<file path="config.mk">
export PLATFORM = sky130hd
export DESIGN_NAME = irrx_tag_fifo
export DESIGN_NICKNAME = d
export VERILOG_FILES = /design/src/rtl/irrx_fifo_pkg.sv /design/src/rtl/irrx_fifo_ptr.sv /design/src/rtl/irrx_fifo_store.sv /design/src/rtl/irrx_tag_fifo.sv
export SDC_FILE = /design/constraint.sdc
export NUM_CORES = 1
export LEC_CHECK = 0
export ABC_AREA = 1
export ABC_CLOCK_PERIOD_IN_PS = 2900
export BUFFER_PORTS_ARGS = -buffer_cell sky130_fd_sc_hd__buf_4
export CAP_MARGIN = 0
export CORE_ASPECT_RATIO = 1.1
export CORE_MARGIN = 5
export CORE_UTILIZATION = 41
export CTS_CLUSTER_DIAMETER = 60
export DETAILED_ROUTE_END_ITERATION = 8
export GPL_TIMING_DRIVEN = 1
export PLACE_DENSITY = 0.58
export SYNTH_ARGS = -nofsm -noshare
export SYNTH_HDL_FRONTEND = slang
export SYNTH_HIERARCHICAL = 1
export SYNTH_SLANG_ARGS = --single-unit
</file>
<file path="constraint.sdc">
create_clock -name clk -period 2.9 [get_ports clk]
set_input_delay 0.29 -clock clk [delete_from_list [all_inputs] [get_ports clk]]
set_output_delay 0.29 -clock clk [all_outputs]
set_load 0.02 [all_outputs]
</file>
<file path="src/rtl/irrx_fifo_pkg.sv">
package irrx_fifo_pkg;

  // Status bits stored with every byte
  typedef struct packed {
    logic eof;
    logic crc;
  } rx_tag_t;

endpackage

</file>
<file path="src/rtl/irrx_fifo_ptr.sv">
module irrx_fifo_ptr #(
  parameter int DEPTH = 12,
  parameter int AW    = $clog2(DEPTH),
  parameter int CW    = $clog2(DEPTH + 1)
) (
  input  logic          clk,
  input  logic          rst,
  input  logic          clr,
  input  logic          wr_req,
  input  logic          rd_req,
  input  logic          tag_req,
  output logic          wr_fire,
  output logic          wr_drop,
  output logic          rd_fire,
  output logic          rd_zero,
  output logic          tag_fire,
  output logic [AW-1:0] waddr,
  output logic [AW-1:0] raddr,
  output logic [AW-1:0] last_addr,
  output logic [CW-1:0] cnt,
  output logic [CW-1:0] cnt_next
);

  localparam logic [AW-1:0] LAST_IDX = AW'(DEPTH - 1);
  localparam logic [CW-1:0] CAP      = CW'(DEPTH);

  logic [AW-1:0] wp, rp;

  function automatic logic [AW-1:0] bump(input logic [AW-1:0] p);
    return (p == LAST_IDX) ? '0 : p + 1'b1;
  endfunction

  // Occupancy is judged before this cycle's read, so a full queue drops the write
  assign wr_fire   = wr_req && !clr && (cnt != CAP);
  assign wr_drop   = wr_req && !clr && (cnt == CAP);
  assign rd_fire   = rd_req && !clr && (cnt != '0);
  assign rd_zero   = rd_req && !clr && (cnt == '0);
  assign tag_fire  = tag_req && !clr && (cnt != '0);
  assign waddr     = wp;
  assign raddr     = rp;
  assign last_addr = (wp == '0) ? LAST_IDX : wp - 1'b1;

  always_comb begin
    if (clr) cnt_next = '0;
    else     cnt_next = cnt + CW'(wr_fire) - CW'(rd_fire);
  end

  always_ff @(posedge clk) begin
    if (rst || clr) begin
      wp  <= '0;
      rp  <= '0;
      cnt <= '0;
    end else begin
      if (wr_fire) wp <= bump(wp);
      if (rd_fire) rp <= bump(rp);
      cnt <= cnt_next;
    end
  end

  // the count never exceeds capacity
  a_r3_no_overflow: assert property (@(posedge clk) disable iff (rst) cnt <= CAP);

  // clear leaves nothing stored
  a_r11_clr_empties: assert property (@(posedge clk) disable iff (rst) clr |=> cnt == '0);

endmodule

</file>
<file path="src/rtl/irrx_fifo_store.sv">
module irrx_fifo_store
  import irrx_fifo_pkg::*;
#(
  parameter int DEPTH  = 12,
  parameter int DATA_W = 8,
  parameter int AW     = $clog2(DEPTH)
) (
  input  logic              clk,
  input  logic              rst,
  input  logic              we,
  input  logic [AW-1:0]     waddr,
  input  logic [DATA_W-1:0] wdata,
  input  logic              tag_we,
  input  logic [AW-1:0]     tag_addr,
  input  rx_tag_t           tag_set,
  input  logic              re,
  input  logic              rz,
  input  logic [AW-1:0]     raddr,
  output logic [DATA_W-1:0] rdata,
  output rx_tag_t           rtag
);

  // Data in a plain RAM (inferable); tags in flops so they can be edited later
  logic [DATA_W-1:0] mem  [DEPTH];
  rx_tag_t           tags [DEPTH];
  rx_tag_t           fwd;

  always_ff @(posedge clk) begin
    if (we) mem[waddr] <= wdata;
  end

  always_ff @(posedge clk) begin
    if (rst) begin
      for (int i = 0; i < DEPTH; i++) tags[i] <= '0;
    end else begin
      if (we)     tags[waddr]    <= '0;
      if (tag_we) tags[tag_addr] <= tags[tag_addr] | tag_set;
    end
  end

  // A mark aimed at the entry being read is merged into the read result
  assign fwd = (tag_we && tag_addr == raddr) ? tag_set : '0;

  always_ff @(posedge clk) begin
    if (rst) begin
      rdata <= '0;
      rtag  <= '0;
    end else if (re) begin
      rdata <= mem[raddr];
      rtag  <= tags[raddr] | fwd;
    end else if (rz) begin
      rdata <= '0;
      rtag  <= '0;
    end
  end

  // an empty read yields zeros
  a_r10_empty_read_zero: assert property (@(posedge clk) disable iff (rst)
    rz |=> (rdata == '0) && (rtag == '0));

endmodule

</file>
<file path="src/rtl/irrx_tag_fifo.sv">
module irrx_tag_fifo
  import irrx_fifo_pkg::*;
#(
  parameter int DEPTH  = 12,
  parameter int DATA_W = 8,
  parameter int REQ_LO = DEPTH / 3,
  parameter int REQ_HI = (2 * DEPTH) / 3,
  parameter int CW     = $clog2(DEPTH + 1)
) (
  input  logic              clk,
  input  logic              rst,
  input  logic              rx_off,
  input  logic              wr_en,
  input  logic [DATA_W-1:0] wr_byte,
  input  logic              mark_eof,
  input  logic              mark_crc,
  input  logic              rd_en,
  output logic [DATA_W-1:0] rd_byte,
  output logic              rd_eof,
  output logic              rd_crc_err,
  output logic [CW-1:0]     fill_level,
  output logic              fifo_empty,
  output logic              fifo_full,
  output logic              svc_req,
  output logic              overrun,
  input  logic              overrun_clr
);

  localparam int AW = $clog2(DEPTH);
  localparam logic [CW-1:0] LO  = CW'(REQ_LO);
  localparam logic [CW-1:0] HI  = CW'(REQ_HI);
  localparam logic [CW-1:0] CAP = CW'(DEPTH);

  logic          wr_fire, wr_drop, rd_fire, rd_zero, tag_fire;
  logic [AW-1:0] waddr, raddr, last_addr;
  logic [CW-1:0] cnt_next;
  rx_tag_t       tag_set, rtag;

  assign tag_set = '{eof: mark_eof, crc: mark_crc};

  irrx_fifo_ptr #(.DEPTH(DEPTH), .AW(AW), .CW(CW)) u_ptr (
    .clk      (clk),
    .rst      (rst),
    .clr      (rx_off),
    .wr_req   (wr_en),
    .rd_req   (rd_en),
    .tag_req  (mark_eof | mark_crc),
    .wr_fire  (wr_fire),
    .wr_drop  (wr_drop),
    .rd_fire  (rd_fire),
    .rd_zero  (rd_zero),
    .tag_fire (tag_fire),
    .waddr    (waddr),
    .raddr    (raddr),
    .last_addr(last_addr),
    .cnt      (fill_level),
    .cnt_next (cnt_next)
  );

  irrx_fifo_store #(.DEPTH(DEPTH), .DATA_W(DATA_W), .AW(AW)) u_store (
    .clk     (clk),
    .rst     (rst),
    .we      (wr_fire),
    .waddr   (waddr),
    .wdata   (wr_byte),
    .tag_we  (tag_fire),
    .tag_addr(last_addr),
    .tag_set (tag_set),
    .re      (rd_fire),
    .rz      (rd_zero),
    .raddr   (raddr),
    .rdata   (rd_byte),
    .rtag    (rtag)
  );

  assign rd_eof     = rtag.eof;
  assign rd_crc_err = rtag.crc;

  // Flags registered from the next count so they line up with fill_level
  always_ff @(posedge clk) begin
    if (rst) begin
      fifo_empty <= 1'b1;
      fifo_full  <= 1'b0;
      svc_req    <= 1'b0;
    end else begin
      fifo_empty <= (cnt_next == '0);
      fifo_full  <= (cnt_next == CAP);
      svc_req    <= (cnt_next >= LO) && (cnt_next <= HI);
    end
  end

  // Sticky overrun; a new event outranks the clear pulse
  always_ff @(posedge clk) begin
    if (rst)              overrun <= 1'b0;
    else if (wr_drop)     overrun <= 1'b1;
    else if (overrun_clr) overrun <= 1'b0;
  end

  // the request follows the band of the count
  a_r4_req_band: assert property (@(posedge clk) disable iff (rst)
    svc_req == ((fill_level >= LO) && (fill_level <= HI)));

  // a write into a full queue leaves the level unchanged
  a_r5_full_keeps: assert property (@(posedge clk) disable iff (rst)
    fifo_full && wr_en && !rd_en && !rx_off |=> fifo_full && $stable(fill_level));

  // a write attempted while full sets overrun
  a_r6_overrun_set: assert property (@(posedge clk) disable iff (rst)
    fifo_full && wr_en && !rx_off |=> overrun);

  // overrun stays set without a clear pulse
  a_r6_overrun_sticky: assert property (@(posedge clk) disable iff (rst)
    overrun && !overrun_clr |=> overrun);

  // the flags agree with the count
  a_r3_flags: assert property (@(posedge clk) disable iff (rst)
    (fifo_empty == (fill_level == '0)) && (fifo_full == (fill_level == CAP)));

endmodule

</file>
==> run metrics <==
Sw Ratio 22.4%; gr usage total 19.0%; Cell Rows 51; hpwl dp about 13000 um; Mapped Cells 768; core footprint 0.0175 mm^2; TNS Setup 0 ns; syn_nets 795; fin crit share 92.5%; Synth async-reset ratio 0%; Max Clock Skew 0.00960 ns; Final Hold Fails 0; chip height 150 um; Layout fillers ~1700; synthesized area per cell around 9.5 um^2; CTS Buf Count 17; global-route wire length before repair 29300 um; yosys warns 6; Leak roughly 3.2 nW; Hold Path Class primary input to flip-flop; initial antenna violation count 0; Clk pwr share between 40 and 50%; GRT overflow 0; # setup viols final 0; cts repair resizes 0; num ports 34; sw power 1.12 mW; drt pass-1 iters 6; sequential fraction of design power between 40% and 50%; H-tree depth 4; Max-slew headroom 45.9%; max-slew violation count 0; sequential share of the synthesized area 60.0%; crit start category flip-flop; min Tclk post-route 2.68 ns; top_reg_cell synth edfxtp_1; leading post-synthesis cells by cell area edfxtp_1 (53%), nand2_1 (8.2%), dfxtp_1 (7.2%); Clock Sinks 154; post-layout util a little under half; Nets approximately 840; CP required 3.05 ns; CP Capture Type flip-flop; Via Count between 5000 and 6000; number of synthesized register bits 154; buffers added on ports 33; kind of critical path flip-flop to flip-flop; f_max 373 MHz; Via-to-Cell Ratio roughly 5.3; Max VDD drop 418 uV; TritonCTS clock tree done; DRT iter0 DRCs 509; Routed WL ~19000 um; Max FO, Critical Path 16; status complete, no violations; ANT nets after route 0; Synth top area share 52.8%; Logic pwr share between 7 and 8%; Area Growth Syn to Fin 15.6%; Pint 3.87 mW; largest net degree at the start of global routing 78; Synth Cell Area approximately 0.0073 mm^2; clk slew on worst S/H paths 0.06 ns; max_cap viols 0; RSZ-0062 raised after global routing no; CTS max path bufs 2; antenna diode count 0; share of post-route cells with drive strength above 1 13.9%; PD cells around 600 mW/mm^2; die span in x about 140 um; initial core utilization 41.5%; clk_lat worst skew 0.42 ns; Die Area about 0.021 mm^2; vias in the first global route ~5500; Synth cell types 33; Synth area leader edfxtp_1; DRC 0; Arrival @ worst endpoint 2.84 ns; Tightest Pin Transition 0.809 ns; Post-synth EDFFs roughly 130; routability cong. roughly 0.93; Setup Fix Bufs, Post-CTS 0; Root Buffer clkbuf_16; Wirelength per Cell 17.8 um; hold buffers post-CTS 0
[through the flow]
stage	hold slack, ns	instances	instance area (um^2)	setup slack [ns]	total power, mW
after floorplan	0.362	768	7280	0.544	2.72
after global placement	0.454	1029	7820	0.368	2.84
after detailed placement	0.457	1029	7820	0.252	2.85
after CTS	0.129	1061	8410	0.236	5.04
after global routing	0.137	1061	8410	0.0263	5.18
final	0.141	1061	8410	0.217	4.99
[final timing paths]
kind / start / end / slack [ns] / cells after the start
worst max-delay path: u_ptr/waddr[0] / u_store/tags[14][0] / 0.22 / 12
worst max register to register: u_ptr/waddr[0] / u_store/tags[14][0] / 0.22 / 12
worst min register to register: u_store/rdata[0] / u_store/rdata[0] / 0.47 / 2
worst min-delay path: wr_byte[7] / u_store/mem[3][7] / 0.14 / 1
[synthesized netlist by cell type (5+ instances only)]
cell,number
inv_1,65
nand4_1,5
nand3_1,66
o22ai_1,9
a22oi_1,15
nor2_1,122
ha_1,10
buf_2,9
edfxtp_1,128
nor3_1,7
dfxtp_1,26
clkbuf_1,15
o211ai_1,11
o21ai_0,50
nor2_4,5
nand2_2,6
nor2_2,11
a21oi_1,25
nand2_1,159
[layout make-up]
cell class	count	area (um^2)	area share, %
clock buffer	22	474	5.64
clock inverter	10	116	1.38
inverter	67	253	3.00
multi-input combinational	515	2490	29.6
sequential	154	4370	51.9
tap	238	298	3.54
timing repair buffer	55	413	4.91
[cells by family after synthesis]
logic type	synth area share, %
and+or+nand+nor	22.7
buffers and inverters	5.74
DFF	60.0
adders and majority gates	1.99
AOI/OAI and AO/OA	9.36
xor gates and xnor gates	0.241
[layer usage]
layer  part of all wire, %  global-route usage [%]  wire (um)  up-vias
li1                      -                       -          -     2696
met1                    43                    24.5       8150     2607
met2                    47                    30.6       8800      224
met3                   6.9                    4.61       1290       44
met4                   3.2                    8.28        607        0
met5                     0                       0          0        -
[power by group through the flow]
stage          sequential, mW  clock [mW]  combinational, mW
3_5_place_dp             2.49           0              0.355
2_1_floorplan            2.50           0              0.220
3_3_place_gp             2.49           0              0.348
5_1_grt                  2.45        2.34              0.396
6_report                 2.45        2.19              0.355
4_1_cts                  2.45        2.24              0.356
[cell usage in the layout, fill, tap and decap left out]
| master | instances |
|---|---|
| a31oi_1 | 1 |
| buf_4 | 55 |
| clkinv_2 | 4 |
| nor2_1 | 122 |
| dfxtp_2 | 1 |
| clkbuf_1 | 2 |
| clkinv_4 | 2 |
| or2_2 | 1 |
| xnor2_1 | 2 |
| nand4_1 | 5 |
| nand3_1 | 66 |
| a21oi_2 | 1 |
| a22oi_1 | 15 |
| inv_6 | 1 |
| nor2_2 | 11 |
| fa_1 | 1 |
| o211ai_1 | 11 |
| ha_1 | 10 |
| a21oi_4 | 1 |
| inv_2 | 1 |
| nor3_1 | 7 |
| nand2_1 | 159 |
| o22ai_1 | 9 |
| nand2_2 | 6 |
| nor2_4 | 5 |
| edfxtp_1 | 128 |
| nand3b_1 | 4 |
| inv_1 | 65 |
| a21oi_1 | 25 |
| clkbuf_8 | 3 |
| bufinv_16 | 2 |
| o21ai_0 | 50 |
| a22oi_2 | 1 |
| dfxtp_1 | 25 |
| clkbuf_16 | 17 |
| o21ai_1 | 2 |
| clkinvlp_4 | 2 |
[critical path: stages (launching register included)]
cell	delay, ns
dfxtp_1	0.47
inv_1	0.14
ha_1	0.25
nand3_1	0.08
nand2_1	0.18
nand2_2	0.12
inv_1	0.13
a22oi_1	0.19
nand2_1	0.07
a21oi_1	0.14
nand2_1	0.10
nor2_4	0.45
nor2_1	0.10
[sequential cells by signal, indices dropped and copies added, names as in the netlist]
| register | cells |
|---|---|
| u_ptr/cnt | 4 |
| u_store/rtag | 2 |
| svc_req | 1 |
| u_store/mem | 96 |
| u_ptr/waddr | 4 |
| fifo_empty | 1 |
| u_store/tags | 32 |
| fifo_full | 1 |
| overrun | 1 |
| u_store/rdata | 8 |
| u_ptr/raddr | 4 |
Note: power is estimated with default switching activity, not from simulation.
